## src/rtl/nbc_pkg.sv

```systemverilog
package nbc_pkg;

    typedef enum logic [1:0] {
        OP_READ    = 2'd0,
        OP_WRITE   = 2'd1,
        OP_PROGRAM = 2'd2,
        OP_READ_B  = 2'd3
    } op_e;

    typedef enum logic [2:0] {
        S_IDLE,
        S_WR_SETUP,
        S_WR_LOW,
        S_WR_HIGH,
        S_RD_ACC,
        S_RD_REC,
        S_DONE
    } state_e;

    // Round a nanosecond minimum up to whole clock periods.
    function automatic int cyc_of(input int ns, input int period);
        return (ns + period - 1) / period;
    endfunction

    function automatic int imax(input int a, input int b);
        return (a > b) ? a : b;
    endfunction

endpackage

```

## src/rtl/nbc_phase_timer.sv

```systemverilog
module nbc_phase_timer #(
    parameter int TW = 3
) (
    input  logic          clk,
    input  logic          rst_n,
    input  logic          start,
    input  logic [TW-1:0] len,
    output logic          last
);
    logic [TW-1:0] cnt;

    // Loaded on the state transition; the phase lasts len cycles.
    always_ff @(posedge clk) begin
        if (!rst_n)         cnt <= '0;
        else if (start)     cnt <= len - TW'(1);
        else if (cnt != '0) cnt <= cnt - TW'(1);
    end

    assign last = (cnt == '0);
endmodule

```

## src/rtl/nbc_bank_sel.sv

```systemverilog
module nbc_bank_sel #(
    parameter int BANKS = 2
) (
    input  logic                     active,
    input  logic [$clog2(BANKS)-1:0] bank,
    output logic [BANKS-1:0]         cs_n
);
    for (genvar b = 0; b < BANKS; b++) begin : g_cs
        assign cs_n[b] = !(active && (bank == b));
    end
endmodule

```

## src/rtl/nor_bus_ctrl.sv

```systemverilog
module nor_bus_ctrl
    import nbc_pkg::*;
#(
    parameter int CLK_PERIOD_NS = 10,
    parameter int T_WC_NS   = 60,
    parameter int T_WP_NS   = 30,
    parameter int T_WPH_NS  = 20,
    parameter int T_DS_NS   = 30,
    parameter int T_AH_NS   = 45,
    parameter int T_ACC_NS  = 60,
    parameter int T_OE_NS   = 30,
    parameter int T_DF_NS   = 20,
    parameter int T_OEH_NS  = 10,
    parameter int ADDR_W    = 18,
    parameter int DATA_W    = 16,
    parameter int POLL_W    = 32,
    parameter logic [ADDR_W-2:0] CMD1_ADDR = 'h555,
    parameter logic [DATA_W-1:0] CMD1_DATA = 'hAAAA,
    parameter logic [ADDR_W-2:0] CMD2_ADDR = 'h2AA,
    parameter logic [DATA_W-1:0] CMD2_DATA = 'h5555,
    parameter logic [ADDR_W-2:0] CMD3_ADDR = 'h555,
    parameter logic [DATA_W-1:0] CMD3_DATA = 'hA0A0
) (
    input  logic              clk,
    input  logic              rst_n,
    input  logic              req_valid,
    output logic              req_ready,
    input  logic [1:0]        req_op,
    input  logic [ADDR_W-1:0] req_addr,
    input  logic [DATA_W-1:0] req_data,
    input  logic [POLL_W-1:0] poll_limit,
    output logic              rsp_valid,
    output logic [DATA_W-1:0] rsp_data,
    output logic              rsp_timeout,
    output logic [1:0]        f_cs_n,
    output logic              f_oe_n,
    output logic              f_we_n,
    output logic [ADDR_W-2:0] f_addr,
    output logic [DATA_W-1:0] f_dq_out,
    output logic              f_dq_oe,
    input  logic [DATA_W-1:0] f_dq_in
);
    localparam int FA_W    = ADDR_W - 1;
    localparam int LANES   = DATA_W / 8;
    localparam int CYC_SU  = 1;
    localparam int CYC_WP  = imax(imax(cyc_of(T_WP_NS, CLK_PERIOD_NS),
                                       cyc_of(T_DS_NS, CLK_PERIOD_NS)), 1);
    localparam int CYC_WH  = imax(imax(cyc_of(T_WPH_NS, CLK_PERIOD_NS),
                                       cyc_of(T_WC_NS, CLK_PERIOD_NS) - CYC_SU - CYC_WP),
                                  imax(cyc_of(T_AH_NS, CLK_PERIOD_NS) - CYC_WP, 1));
    localparam int CYC_ACC = imax(imax(cyc_of(T_ACC_NS, CLK_PERIOD_NS),
                                       cyc_of(T_OE_NS, CLK_PERIOD_NS)), 1);
    localparam int CYC_REC = imax(imax(cyc_of(T_DF_NS, CLK_PERIOD_NS),
                                       cyc_of(T_OEH_NS, CLK_PERIOD_NS)), 1);
    localparam int CYC_MAX = imax(imax(CYC_WP, CYC_WH), imax(CYC_ACC, CYC_REC));
    localparam int TW      = $clog2(CYC_MAX + 1);

    // Status bit 7 of every byte lane.
    function automatic logic [DATA_W-1:0] poll_mask();
        logic [DATA_W-1:0] m = '0;
        for (int i = 0; i < LANES; i++) m[8*i+7] = 1'b1;
        return m;
    endfunction
    localparam logic [DATA_W-1:0] POLL_MASK = poll_mask();

    state_e            state, state_nx;
    logic [1:0]        op_q;
    logic [ADDR_W-1:0] addr_q;
    logic [DATA_W-1:0] data_q, rd_q;
    logic [1:0]        step_q;
    logic [POLL_W-1:0] poll_q;
    logic              tmo_q;
    logic              t_start, t_last;
    logic [TW-1:0]     t_len;
    logic              is_prog, is_write, poll_ok, poll_spent, bus_active;

    assign is_prog    = (op_q == OP_PROGRAM);
    assign is_write   = (op_q == OP_WRITE);
    assign poll_ok    = (((rd_q ^ data_q) & POLL_MASK) == '0);
    assign poll_spent = ({1'b0, poll_q} + 1'b1) >= {1'b0, poll_limit};

    nbc_phase_timer #(.TW(TW)) u_timer (
        .clk   (clk),
        .rst_n (rst_n),
        .start (t_start),
        .len   (t_len),
        .last  (t_last)
    );

    // State register.
    always_ff @(posedge clk) begin
        if (!rst_n) state <= S_IDLE;
        else        state <= state_nx;
    end

    // Request, sequence and poll registers.
    always_ff @(posedge clk) begin
        if (!rst_n) begin
            op_q   <= OP_READ;
            addr_q <= '0;
            data_q <= '0;
            rd_q   <= '0;
            step_q <= '0;
            poll_q <= '0;
            tmo_q  <= 1'b0;
        end else begin
            unique case (state)
                S_IDLE: if (req_valid) begin
                    op_q   <= req_op;
                    addr_q <= req_addr;
                    data_q <= req_data;
                    step_q <= (req_op == OP_PROGRAM) ? 2'd0 : 2'd3;
                    poll_q <= '0;
                    tmo_q  <= 1'b0;
                end
                S_WR_HIGH: if (t_last && step_q != 2'd3) step_q <= step_q + 2'd1;
                S_RD_ACC:  if (t_last) rd_q <= f_dq_in;
                S_RD_REC:  if (t_last && is_prog && !poll_ok) begin
                    poll_q <= poll_q + 1'b1;
                    if (poll_spent) tmo_q <= 1'b1;
                end
                default: ;
            endcase
        end
    end

    // Next-state and phase length.
    always_comb begin
        state_nx = state;
        t_start  = 1'b0;
        t_len    = TW'(1);
        unique case (state)
            S_IDLE: if (req_valid) begin
                t_start = 1'b1;
                if (req_op == OP_WRITE || req_op == OP_PROGRAM) begin
                    state_nx = S_WR_SETUP; t_len = TW'(CYC_SU);
                end else begin
                    state_nx = S_RD_ACC;   t_len = TW'(CYC_ACC);
                end
            end
            S_WR_SETUP: if (t_last) begin
                state_nx = S_WR_LOW; t_start = 1'b1; t_len = TW'(CYC_WP);
            end
            S_WR_LOW: if (t_last) begin
                state_nx = S_WR_HIGH; t_start = 1'b1; t_len = TW'(CYC_WH);
            end
            S_WR_HIGH: if (t_last) begin
                if (step_q != 2'd3) begin
                    state_nx = S_WR_SETUP; t_start = 1'b1; t_len = TW'(CYC_SU);
                end else if (is_prog) begin
                    state_nx = S_RD_ACC;   t_start = 1'b1; t_len = TW'(CYC_ACC);
                end else begin
                    state_nx = S_DONE;
                end
            end
            S_RD_ACC: if (t_last) begin
                state_nx = S_RD_REC; t_start = 1'b1; t_len = TW'(CYC_REC);
            end
            S_RD_REC: if (t_last) begin
                if (!is_prog || poll_ok || poll_spent) state_nx = S_DONE;
                else begin
                    state_nx = S_RD_ACC; t_start = 1'b1; t_len = TW'(CYC_ACC);
                end
            end
            S_DONE: state_nx = S_IDLE;
            default: state_nx = S_IDLE;
        endcase
    end

    // Outputs decoded from state.
    always_comb begin
        bus_active = 1'b0;
        f_we_n     = 1'b1;
        f_oe_n     = 1'b1;
        f_dq_oe    = 1'b0;
        f_addr     = addr_q[FA_W-1:0];
        f_dq_out   = data_q;
        if (is_prog) begin
            unique case (step_q)
                2'd0: begin f_addr = CMD1_ADDR; f_dq_out = CMD1_DATA; end
                2'd1: begin f_addr = CMD2_ADDR; f_dq_out = CMD2_DATA; end
                2'd2: begin f_addr = CMD3_ADDR; f_dq_out = CMD3_DATA; end
                default: ;
            endcase
        end
        unique case (state)
            S_WR_SETUP, S_WR_HIGH: begin bus_active = 1'b1; f_dq_oe = 1'b1; end
            S_WR_LOW: begin bus_active = 1'b1; f_dq_oe = 1'b1; f_we_n = 1'b0; end
            S_RD_ACC: begin bus_active = 1'b1; f_oe_n = 1'b0; end
            default: ;
        endcase
    end

    nbc_bank_sel #(.BANKS(2)) u_bank (
        .active (bus_active),
        .bank   (addr_q[ADDR_W-1]),
        .cs_n   (f_cs_n)
    );

    assign req_ready   = (state == S_IDLE);
    assign rsp_valid   = (state == S_DONE);
    assign rsp_data    = rd_q;
    assign rsp_timeout = tmo_q && !is_write;
endmodule

```

## config.mk

```make
export PLATFORM = sky130hd
export DESIGN_NAME = nor_bus_ctrl
export DESIGN_NICKNAME = d
export VERILOG_FILES = /design/src/rtl/nbc_pkg.sv /design/src/rtl/nbc_phase_timer.sv /design/src/rtl/nbc_bank_sel.sv /design/src/rtl/nor_bus_ctrl.sv
export SDC_FILE = /design/constraint.sdc
export NUM_CORES = 1
export LEC_CHECK = 0
export ABC_CLOCK_PERIOD_IN_PS = 6760
export CORE_ASPECT_RATIO = 1.4
export CORE_MARGIN = 1
export CORE_UTILIZATION = 44
export CTS_BUF_LIST = sky130_fd_sc_hd__clkbuf_2 sky130_fd_sc_hd__clkbuf_4 sky130_fd_sc_hd__clkbuf_8
export DETAILED_ROUTE_END_ITERATION = 6
export PLACE_DENSITY = 0.85
export SLEW_MARGIN = 20
export SYNTH_ARGS = -nofsm -noshare
export SYNTH_HDL_FRONTEND = slang
export SYNTH_SLANG_ARGS = --single-unit
```

## constraint.sdc

```tcl
create_clock -name clk -period 6.76 [get_ports clk]
set_input_delay 1.352 -clock clk [delete_from_list [all_inputs] [get_ports clk]]
set_output_delay 1.352 -clock clk [all_outputs]
set_load 0.005 [all_outputs]
```

## Word level (Yosys, flattened, before mapping)

Index checks and enable logic that the tools add are counted.
Widths: inputs -> output; s select.

| storage, ports and cells | value |
|---|---|
| register bits | 93 |
| output and inout bits | 57 |
| logic and storage cells | 122 |

| cells by class | value |
|---|---|
| $add $sub $neg | 5 |
| $lt $le $gt $ge | 1 |
| equal/unequal tests | 22 |
| multiplexer cells | 50 |
| bitwise logic cells | 2 |
| reduce and logical (&&, ||, !) cells | 33 |

Operators by type and width:

| cell | count |
|---|---|
| $mux 32 | 2 |
| $pmux 32 s2 | 1 |
| $mux 3 | 17 |
| $pmux 16 s3 | 1 |
| $pmux 17 s2 | 1 |
| $add 32x1->33 const B | 1 |
| $ge 33x32->1 | 1 |
| $add 32x1->32 const B | 1 |
| $ne 2x2->1 const B | 10 |
| $pmux 3 s6 | 1 |
| $mux 17 | 1 |
| $logic_not 16->1 | 1 |
| $mux 16 | 1 |
| $xor 16x16->16 | 1 |
| $pmux 3 s5 | 1 |
| $mux 1 | 14 |
| $mux 2 | 7 |
| $eq 3x3->1 const B | 3 |
| $eq 2x1->1 const B | 3 |
| $eq 2x2->1 const B | 3 |
| $eq 3x2->1 const B | 2 |
| $logic_and 1x1->1 | 6 |
| $logic_not 3->1 | 2 |
| $reduce_and 3->1 | 2 |
| other kinds (18) | 30 |

## Depth between registers and ports, before layout

Gate-level depths: netlist of run 1.

| depth | value |
|---|---|
| depth after elaboration | 9 |
| mapped depth | 19 |
| gate-level depth less buffers | 18 |

## Hierarchy

Synthesis of run 1 repeated with hierarchy kept, for this count alone.

| second synthesis, totals | value |
|---|---|
| cell total of the unflattened synthesis | 769 |
| area, all modules | 5,781.8 µm² |

By module, submodules not included:

| module | instances | cells an instance | area an instance (µm²) | seq. area each (µm²) |
|---|---|---|---|---|
| nor_bus_ctrl | 1 | 752 | 5,604.1 | 1,801.7 |
| nbc_phase_timer | 1 | 15 | 167.7 | 60.1 |
| nbc_bank_sel | 1 | 2 | 10.0 | 0.0 |

## Least setup slack after synthesis of run 1

OpenSTA, ideal clock, no wires.

| timing path | value |
|---|---|
| path kind | register -> register |
| start point | reg poll_q[0] |
| end point | reg u_timer.cnt[2] |
| setup time | 103 ps |
| data arrival time | 3,842 ps |
| data required time | 6,657 ps |
| setup slack | 2,814 ps |
| stages on the path, launching flop included | 20 |
| path buffers | 1 |
| cells stage by stage | dfxtp_1 > ha_1 > and3_1 > buf_6 > nand4_1 > nor3_2 > nand4_1 > nor2_1 > xor2_1 > ha_1 > nand2_1 > nor4_1 > a41oi_1 > o311ai_1 > or4_4 > o211a_1 > ha_1 > o31a_1 > a21boi_0 > a2111oi_2 |

| between the ends | value |
|---|---|
| longest elaborated chain between the ends | 8 |

RTL lines:

| item | line | text |
|---|---|---|
| start, declared | nor_bus_ctrl.sv:71 | `logic [POLL_W-1:0] poll_q;` |
| start signal, assigned | nor_bus_ctrl.sv:119 | `poll_q <= poll_q + 1'b1;` |
| $add 32x1->33 (*) | nor_bus_ctrl.sv:80 | `assign poll_spent = ({1'b0, poll_q} + 1'b1) >= {1'b0, poll_limit};` |
| $ge 33x32->1 (*) | nor_bus_ctrl.sv:80 |  |
| $logic_or 1x1->1 (*) | nor_bus_ctrl.sv:160 | `if (!is_prog \|\| poll_ok \|\| poll_spent) state_nx = S_DONE;` |
| $mux 3 | nor_bus_ctrl.sv:160 |  |
| $mux 3 | nor_bus_ctrl.sv:159 | `S_RD_REC: if (t_last) begin` |
| $pmux 3 s5 | nor_bus_ctrl.sv:132 | `unique case (state)` |
| $sub 3x1->3 | nbc_phase_timer.sv:15 | `else if (start) cnt <= len - TW'(1);` |
| $mux 3 | nbc_phase_timer.sv:15 |  |
| end signal, assigned | nbc_phase_timer.sv:15 |  |
| end signal, assigned | nbc_phase_timer.sv:16 | `else if (cnt != '0) cnt <= cnt - TW'(1);` |
| end, declared | nbc_phase_timer.sv:10 | `logic [TW-1:0] cnt;` |

Every way passes the cells marked *; elsewhere a longest branch is shown, timed or not.
A chain may end at the register's enable or synchronous reset.

## Worst setup path in the final report of run 1

Same ends and word-level chain as after synthesis.

==> summary.txt, run 1 <==
Setup TNS: 0 ns
most frequent cells in the layout: 153 x nand2_1, 143 x clkdlybuf4s50_1, 102 x a21oi_1
PD cells: 244 nW/um^2
R2R Path End: u_timer.cnt[2]
largest family of logic cells by synthesized area: simple AND/OR/NAND/NOR gates
maximum clock rate: 0.219 GHz
reg2reg path depth: 18
cell count after synthesis: 760
Crit. End Element: flip-flop
type of origin of the critical path: flip-flop
row cnt: 49
FFs w/ async S/R, synth: 0%
Post-Synth XOR/XNOR Area: 5.01%
Die Area: 13,600 sq um
number of buffers inserted during clock tree synthesis: 9
Max clock buf depth: 2
Chip Width: 98.8 microns
register area share after synthesis: 32.3%
Clk pin slew, worst setup/hold paths: 0.10 ns
Max VDD drop: 0.183 mV
drt total wl: 15.0 mm
drt first pass iters: 5
Crit Path Max Fanout: 7
vias: 5,622
DP Worst Slack: 2.22 ns
Max-cap violations: 0
WP data arrival: 4.83 ns
share of post-route cells with drive strength above 1: 6.03%
post-layout util: 57.7%
cell depth of the worst hold path: 2
Avg WL per Cell: 14.5 microns
core area: 12,800 sq um
Hold Path Origin: rsp_data[12]
RSZ-0062 raised after global routing: no
Least-Margin Pin Slew: 1.03 ns
Hold WC Path Type: reg -> reg
Synth top area share: 32.3%
CP required: 7.02 ns
ranking of synthesized cells by area: dfxtp_1 32%, nand2_1 10%, a21oi_1 8.8%
Syn. warnings: 0
total gr overflow: 0
compound-cell area share of the yosys netlist: 20.8%
chip height: 138 microns
EDFF count, synth: 0
Final Max Slew Viols: 0
CTS tree: yes
Layout Skew: 0.00741 ns
Period minus WS final: 4.57 ns
Area growth, synth to finish: 28.2%
largest area contributor in the netlist: dfxtp_1
nets@finish: 1,000
initial antenna violation count: 0
Post-Syn Area: 5770 sq um
worst r2r src: poll_q[0]
Setup CP Type: reg -> reg
final setup violation count: 0
Yosys reg bits: 93
vias per cell: 5.45
final cycle utilization of the critical path: 67.7%
max_slew headroom: 30.7%
Adder-Cell Fraction of Synth Area: 8.46%
largest net degree at the start of global routing: 53
setup ws final: 2.19 ns
first-pass GRT wire length: 24.1 mm
Initial Util: 45.0%
most common cell after layout, fill and taps aside: nand2_1
status: finished, final reports clean
# IOs: 144
Root Driver: clkbuf_8
Top cell by count, worst path: ha_1
Slowest-stage cell, CP: or4_4
mux contribution to synthesized area: 0.369%
worst skew pair latency: 0.36 ns
ant diodes: 0
Avg Cell Area, Syn: 7.59 sq um
Routed Antenna Nets: 0
input/output buffers: 143
post-CTS setup buffer count: 0
Fin. Hold Viols: 0
1st-iter DRT viols: 212
Final HPWL DP: 10.7 mm
Syn Nets: 886
Hold Buf Count CTS: 0
Hold Path Sink: rsp_data[12]
CTS sink count: 93
LEAKAGE: 3.17 nW
DR DRC count: 0
synth unique cells: 65
worst stage delay on the critical path: 0.47 ns
worst reg-to-reg setup slack: 2.19 ns
global-route usage over all layers: 22.0%
GP Congestion: 0.851
total number of H-tree levels: 3
Post-CTS Resized: 0
crit-path cells: ha_1, and3_1, nand4_1, nor3_2, nand4_1, nor2_1, xor2_1, ha_1, nand2_1, nor4_1, a41oi_1, o311ai_1, or4_4, o211a_1, ha_1, o31a_1, a21boi_0, a2111oi_2
via count of the first global-routing pass: 5,336
Synth Flop Type: dfxtp_1
simple logic cell fraction of the synthesized area: 26.2%
-- cell families after synthesis --
group           after synthesis
compound gates              197
xor+xnor                     33
fa+ha+maj                    39
buf+inv                      87
flops                        93
mux                           2
simple gates                309
-- power by group --
part	switching, W	internal [W]
sequential	0.0000657	0.000615
combinational	0.000367	0.000370
clock	0.000209	0.000179
-- metrics by stage --
stage | area [sq um] | hold WS, ns | power [W] | cells
floorplan | 5770 | 0.432 | 0.00111 | 760
global placement | 7190 | 0.437 | 0.00142 | 1016
detailed placement | 7190 | 0.443 | 0.00143 | 1016
CTS | 7400 | 0.458 | 0.00182 | 1032
global route | 7400 | 0.480 | 0.00193 | 1032
finish | 7400 | 0.457 | 0.00181 | 1032
-- per-layer routing --
| metal | GRT usage [%] | vias up | part of all wire (%) |
|---|---|---|---|
| met2 | 40.2 | 163 | 51 |
| met5 | 0 | - | 0 |
| met1 | 23.8 | 2587 | 40 |
| li1 | - | 2844 | - |
| met4 | 9.04 | 0 | 2.7 |
| met3 | 6.24 | 28 | 6.5 |
-- state kept, by name, indices dropped and copies added, names as in the netlist --
signal       cells
addr_q          18
data_q          16
op_q             2
poll_q          32
rsp_data        16
state            3
step_q           2
tmo_q            1
u_timer.cnt      3
-- Yosys cell counts (all sizes together), types with 4 or more instances --
library cell,number
a211oi,5
a21o,34
a21oi,102
a31oi,5
and2,13
and3,12
and4,6
buf,17
clkbuf,28
dfxtp,93
ha,39
inv,41
nand2,153
nand2b,4
nand3,28
nand4,14
nor2,40
nor3,15
nor4,5
o21ai,25
or3,4
xnor2,19
xor2,14
-- layout make-up --
type,count,area (sq um)
clock inverters,6,73.8
well taps,153,191
inverters,41,154
flip-flops and latches,93,1860
multi-input cells,580,3510
repair buffers,149,1480
fillers,1170,5410
clock buffers,10,131
-- worst max-delay path, delay by kind of cell, from the launching register on --
| kind | cells | cell delay, ns |
|---|---|---|
| xor+xnor | 1 | 0.16 |
| simple gates | 8 | 2.07 |
| flops | 1 | 0.42 |
| compound gates | 6 | 1.11 |
| fa+ha+maj | 3 | 0.70 |
-- how the worst max path moves through the flow --
| stage | start | endpoint | depth (start not counted) |
|---|---|---|---|
| 2_1_floorplan | poll_q[0] | u_timer.cnt[2] | 19 |
| 3_3_place_gp | poll_limit[6] | u_timer.cnt[2] | 13 |
| 3_5_place_dp | poll_limit[6] | u_timer.cnt[2] | 13 |
| 4_1_cts | poll_q[0] | u_timer.cnt[2] | 18 |
| 5_1_grt | poll_q[0] | u_timer.cnt[2] | 18 |
| 6_report | poll_q[0] | u_timer.cnt[2] | 18 |
Power figures use the tool's default switching activity.
==> inputs of run 2 (changes only) <==
--- a/config.mk
+++ b/config.mk
@@ -5,13 +5,13 @@
 export SDC_FILE = /design/constraint.sdc
 export NUM_CORES = 1
 export LEC_CHECK = 0
-export ABC_CLOCK_PERIOD_IN_PS = 6760
+export ABC_CLOCK_PERIOD_IN_PS = 4200
 export CORE_ASPECT_RATIO = 1.4
 export CORE_MARGIN = 1
 export CORE_UTILIZATION = 44
 export CTS_BUF_LIST = sky130_fd_sc_hd__clkbuf_2 sky130_fd_sc_hd__clkbuf_4 sky130_fd_sc_hd__clkbuf_8
 export DETAILED_ROUTE_END_ITERATION = 6
-export PLACE_DENSITY = 0.85
+export PLACE_DENSITY = 0.88
 export SLEW_MARGIN = 20
 export SYNTH_ARGS = -nofsm -noshare
 export SYNTH_HDL_FRONTEND = slang
==> constraint.sdc (replaced) <==
create_clock -name clk -period 4.2 [get_ports clk]
set_input_delay 0.84 -clock clk [delete_from_list [all_inputs] [get_ports clk]]
set_output_delay 0.84 -clock clk [all_outputs]
set_load 0.005 [all_outputs]
==> run 2 against run 1 <==
Net effect: global-route usage is 0.45 points higher; wire length grew 0.84%; critical path depth fell by 3; non-clock buffer count rose by 10; combinational power rose by 61%; sequential cell count unchanged; via count is 2.2% higher; clock skew is 0.0039 ns higher; critical path type unchanged.
==> summary.txt, run 2 (synthesized netlist as in run 1, its figures left out) <==
status: finished, final reports clean
vias: 5,743 (+2.2%)
Max-cap violations: 0 (unchanged)
nets@finish: 1,010 (+1.0%)
Final HPWL DP: 11.1 mm (+3.7%)
drt total wl: 15.1 mm (+0.84%)
DR DRC count: 0 (unchanged)
Die Area: 13,600 sq um (unchanged)
initial antenna violation count: 0 (unchanged)
WP data arrival: 4.31 ns (-0.52 ns)
CTS sink count: 93 (unchanged)
global-route usage over all layers: 22.5% (+0.45 points)
Least-Margin Pin Slew: 0.992 ns (-0.0427 ns)
Crit. End Element: flip-flop
worst skew pair latency: 0.37 ns (about the same)
Avg WL per Cell: 14.5 microns (-0.13%)
crit-path cells: and4_2, nand3_1, or4_1, or2_4, xnor2_1, ha_1, nand4_1, or2_2, o311ai_1, or4_4, o211a_1, ha_1, a21o_1, and3b_1, a2111oi_2
Clk pin slew, worst setup/hold paths: 0.10 ns (about the same)
vias per cell: 5.51 (+1.2%)
Period minus WS final: 4.03 ns (-0.540 ns)
Chip Width: 98.8 microns (unchanged)
biggest regs: poll_q (32), addr_q (18)
first-pass GRT wire length: 24.5 mm (+1.5%)
LEAKAGE: 3.28 nW (+3.3%)
Top cell by count, worst path: ha_1
Crit Path Max Fanout: 6 (-1)
total gr overflow: 0 (unchanged)
Top reg by flops: poll_q
1st-iter DRT viols: 159 (-25%)
max_slew headroom: 33.6% (+2.9 points)
Max clock buf depth: 2 (unchanged)
largest net degree at the start of global routing: 45 (-15%)
maximum clock rate: 0.248 GHz (+13%)
total number of H-tree levels: 3 (unchanged)
core area: 12,800 sq um (unchanged)
Largest register FFs: 32 (unchanged)
Setup CP Type: reg -> reg
most frequent cells in the layout: 153 x nand2_1, 143 x clkdlybuf4s50_1, 102 x a21oi_1
Layout Skew: 0.0113 ns (+0.00393 ns)
Setup TNS: 0 ns (unchanged)
CTS tree: yes
Area growth, synth to finish: 30.9%
number of buffers inserted during clock tree synthesis: 9 (unchanged)
final setup violation count: 0 (unchanged)
Max VDD drop: 0.289 mV (+58%)
# IOs: 144 (unchanged)
input/output buffers: 143 (unchanged)
Initial Util: 45.0% (unchanged)
Power Total: 0.00303 W (+68%)
type of origin of the critical path: flip-flop
Hold WC Path Type: reg -> reg
most common cell after layout, fill and taps aside: nand2_1
Fin. Hold Viols: 0 (unchanged)
drt first pass iters: 5 (unchanged)
Fillers: 1,133 (-3.2%)
worst stage delay on the critical path: 0.56 ns (+0.09 ns)
ant diodes: 0 (unchanged)
Root Driver: clkbuf_8
Final Max Slew Viols: 0 (unchanged)
CP required: 4.47 ns (-2.55 ns)
GP Congestion: 0.863 (+1.4%)
chip height: 138 microns (unchanged)
row cnt: 49 (unchanged)
Slowest-stage cell, CP: or4_1
Routed Antenna Nets: 0 (unchanged)
final cycle utilization of the critical path: 96.0% (+28 points)
via count of the first global-routing pass: 5,368 (+0.60%)
PD cells: 401 nW/um^2 (+65%)
share of post-route cells with drive strength above 1: 8.32% (+2.3 points)
RSZ-0062 raised after global routing: no
-- run 2: changes by cell type in the layout (fill, tap and decap cells not counted), sizes merged --
| cell | change |
|---|---|
| inv | +2 |
| bufinv | +2 |
| clkinv | -4 |
| buf | +10 |
-- run 2: through the flow --
| stage | worst slack, ns | cells | hold slack (ns) | utilization (%) | instance area, sq um |
|---|---|---|---|---|---|
| 4_1_cts | 0.108 | 1042 | 0.457 | 58.7 | 7520 |
| 6_report | 0.166 | 1042 | 0.457 | 58.9 | 7550 |
| 3_5_place_dp | 0.121 | 1026 | 0.443 | 56.7 | 7270 |
| 5_1_grt | 0.00673 | 1042 | 0.478 | 58.9 | 7550 |
| 3_3_place_gp | 0.248 | 1026 | 0.437 | 56.7 | 7270 |
| 2_1_floorplan | 0.254 | 760 | 0.432 | - | 5770 |
-- run 2: report_power, final --
group          switching (W)  total (W)  internal (W)
combinational       0.000588    0.00119      0.000599
sequential          0.000106    0.00110      0.000990
clock               0.000340   0.000749      0.000409
-- run 2: path summary, 6_finish.rpt --
path	from	endpoint	slack (ns)	depth (start not counted)
max	poll_q[3]	u_timer.cnt[2]	0.17	15
min	rsp_data[10]	rsp_data[10]	0.46	2
max reg2reg	poll_q[3]	u_timer.cnt[2]	0.17	15
min reg2reg	rsp_data[10]	rsp_data[10]	0.46	2
-- run 2: repair_timing --
item / 4_1_cts / 5_1_grt
endpoints found under the setup margin: 0 / 1
gates resized for setup: 0 / 14
hold buffers: 0 / 0
buffers inserted: 0 / 0
-- run 2: per-layer routing --
metal  track usage (%)  part of all wire, %
met2              41.8                   53
met4              7.79                  1.5
met1              24.7                   39
met3              5.43                  6.7
met5                 0                    0
-- run 2: critical path: cells and delay by family (launching register included) --
| family | cells | cell delay, ns |
|---|---|---|
| and+or+nand+nor | 8 | 2.06 |
| DFF | 1 | 0.38 |
| xor gates and xnor gates | 1 | 0.13 |
| adders and majority gates | 2 | 0.46 |
| AOI/OAI and AO/OA | 4 | 0.92 |
-- run 2: layout make-up --
cell class / count / area, sq um / area share (%)
repair buffers: 159 / 1550 / 20.5
clock buffers: 10 / 131 / 1.74
clock inverters: 6 / 116 / 1.54
well taps: 153 / 191 / 2.53
multi-input cells: 580 / 3530 / 46.8
inverters: 41 / 155 / 2.05
flip-flops and latches: 93 / 1870 / 24.8
==> inputs of run 3 (changes only) <==
--- a/config.mk
+++ b/config.mk
@@ -11,7 +11,7 @@
 export CORE_UTILIZATION = 44
 export CTS_BUF_LIST = sky130_fd_sc_hd__clkbuf_2 sky130_fd_sc_hd__clkbuf_4 sky130_fd_sc_hd__clkbuf_8
 export DETAILED_ROUTE_END_ITERATION = 6
-export PLACE_DENSITY = 0.88
+export PLACE_DENSITY = 0.76
 export SLEW_MARGIN = 20
 export SYNTH_ARGS = -nofsm -noshare
 export SYNTH_HDL_FRONTEND = slang
==> run 3 against run 2 <==
Net effect: core utilization up 1.3 points; combinational power is 5% higher; the flow now finishes with violations (negative setup slack); sequential power about the same; hold slack lost 0.0038 ns.
==> summary.txt, run 3 (synthesized netlist as in run 1, its figures left out) <==
total number of H-tree levels: 3 (unchanged)
Clk pin slew, worst setup/hold paths: 0.10 ns (about the same)
CTS sink count: 93 (unchanged)
setup ws final: -0.0252 ns (-0.191 ns)
Crit Path Max Fanout: 4 (-2)
chip height: 138 microns (unchanged)
worst r2r src: poll_q[18]
Layout Skew: 0.0168 ns (+0.00544 ns)
Top reg by flops: poll_q
Max-cap violations: 0 (unchanged)
Routed Antenna Nets: 0 (unchanged)
worst skew pair latency: 0.37 ns (about the same)
maximum clock rate: 0.237 GHz (-4.5%)
total gr overflow: 0 (unchanged)
LEAKAGE: 3.35 nW (+2.3%)
via count of the first global-routing pass: 5,386 (+0.34%)
ant diodes: 0 (unchanged)
most frequent cells in the layout: 152 x nand2_1, 143 x clkdlybuf4s50_1, 102 x a21oi_1
Root Driver: clkbuf_8
failing checks: negative setup slack
Fillers: 1,155 (+1.9%)
Max clock buf depth: 2 (unchanged)
nets@finish: 1,028 (+1.8%)
Die Area: 13,600 sq um (unchanged)
WP data arrival: 4.51 ns (+0.20 ns)
type of origin of the critical path: flip-flop
DR DRC count: 0 (unchanged)
global-route usage over all layers: 22.6% (+0.15 points)
Period minus WS final: 4.23 ns (+0.191 ns)
Cell Area, Placed: 7350 sq um (+1.1%)
worst hold slack: 0.453 ns (-0.00377 ns)
Chip Width: 98.8 microns (unchanged)
core area: 12,800 sq um (unchanged)
Multi-input gate area: 3590 sq um (+1.5%)
status: finished with violations
GRT met2 Usage: 39.6% (-2.2 points)
final cycle utilization of the critical path: 101% (+4.6 points)
row cnt: 49 (unchanged)
CP required: 4.49 ns (+0.02 ns)
GR Layer Usage met1: 25.9% (+1.1 points)
GP Congestion: 0.889 (+3.0%)
number of buffers inserted during clock tree synthesis: 9 (unchanged)
drt total wl: 15.5 mm (+2.8%)
Least-Margin Pin Slew: 0.991 ns (-0.000934 ns)
Largest register FFs: 32 (unchanged)
# IOs: 144 (unchanged)
Area growth, synth to finish: 33.8%
share of post-route cells with drive strength above 1: 11.1% (+2.8 points)
Fin. Hold Viols: 0 (unchanged)
Crit. End Element: flip-flop
RSZ-0062 raised after global routing: yes
first-pass GRT wire length: 24.8 mm (+1.4%)
CTS tree: yes
Initial Util: 45.0% (unchanged)
Final Max Slew Viols: 0 (unchanged)
max_slew headroom: 33.7% (+0.062 points)
Final HPWL DP: 11.0 mm (-0.92%)
global routing met3 resource utilization: 6.34% (+0.91 points)
initial antenna violation count: 0 (unchanged)
final setup violation count: 1 (+1)
Hold Path Origin: addr_q[15]
vias per cell: 5.39 (-2.2%)
biggest regs: poll_q (32), addr_q (18)
vias: 5,713 (-0.52%)
Hold WC Path Type: reg -> reg
post-route cell area: 7720 sq um (+2.2%)
Setup crit start: poll_q[18]
Setup CP Type: reg -> reg
most common cell after layout, fill and taps aside: nand2_1
register area: 1890 sq um (+0.60%)
PD cells: 385 nW/um^2 (-4.0%)
input/output buffers: 143 (unchanged)
largest net degree at the start of global routing: 50 (+11%)
Max VDD drop: 0.263 mV (-8.9%)
drt first pass iters: 4 (-1)
1st-iter DRT viols: 244 (+53%)
Avg WL per Cell: 14.7 microns (+1.1%)
layer with the highest usage: met2
-- run 3: repair_timing --
item	CTS	global route
buffers inserted	0	8
gates resized for setup	5	26
pin swaps	1	10
endpoints found under the setup margin	1	2
hold buffers	0	0
-- run 3: where the power goes --
group	switching [W]	internal (W)
sequential	0.000103	0.000987
clock	0.000340	0.000296
combinational	0.000617	0.000633
total	0.00106	0.00192
-- run 3: cell type report --
class / instances / area share [%]
Clock buffer: 10 / 1.78
Clock inverter: 6 / 0.924
Inverter: 41 / 2.01
Multi-Input combinational cell: 580 / 46.4
Sequential cell: 93 / 24.4
Tap cell: 153 / 2.48
Timing Repair Buffer: 177 / 21.9
-- run 3: metal layers --
| metal | vias to the layer above | wire length, microns |
|---|---|---|
| met2 | 189 | 7770 |
| met4 | 0 | 341 |
| met1 | 2599 | 6220 |
| met3 | 27 | 1200 |
| met5 | - | 0 |
| li1 | 2898 | - |
-- run 3: final timing paths --
kind / end / slack, ns / depth (start not counted)
worst max register to register: u_timer.cnt[2] / -0.03 / 17
worst min register to register: addr_q[15] / 0.45 / 2
worst min-delay path: addr_q[15] / 0.45 / 2
worst max-delay path: u_timer.cnt[2] / -0.03 / 17
-- run 3: per-stage QoR --
step / total power (W) / instances / setup slack [ns] / TNS [ns] / utilization (%)
after floorplan: 0.00179 / 760 / 0.254 / 0 / -
after CTS: 0.00296 / 1053 / 0.00530 / 0 / 59.1
final: 0.00298 / 1060 / -0.0252 / -0.0252 / 60.3
after detailed placement: 0.00231 / 1037 / -0.0654 / -0.0654 / 57.4
after global placement: 0.00230 / 1037 / 0.0218 / 0 / 57.4
after global routing: 0.00317 / 1060 / -0.207 / -0.207 / 60.3
-- run 3: worst max-delay path: stages (launching register included) --
cell and delay (ns):
dfxtp_4 0.38, and4_4 0.26, nand4_4 0.11, or4_4 0.56, buf_6 0.15, nor3_4 0.21, xor2_1 0.20, ha_1 0.28
nand2_2 0.11, nor4_4 0.05, a41oi_2 0.21, o311ai_2 0.17, or4_4 0.55, o211a_1 0.15, ha_2 0.17, o31a_1 0.12
a21boi_4 0.16, a2111oi_4 0.30
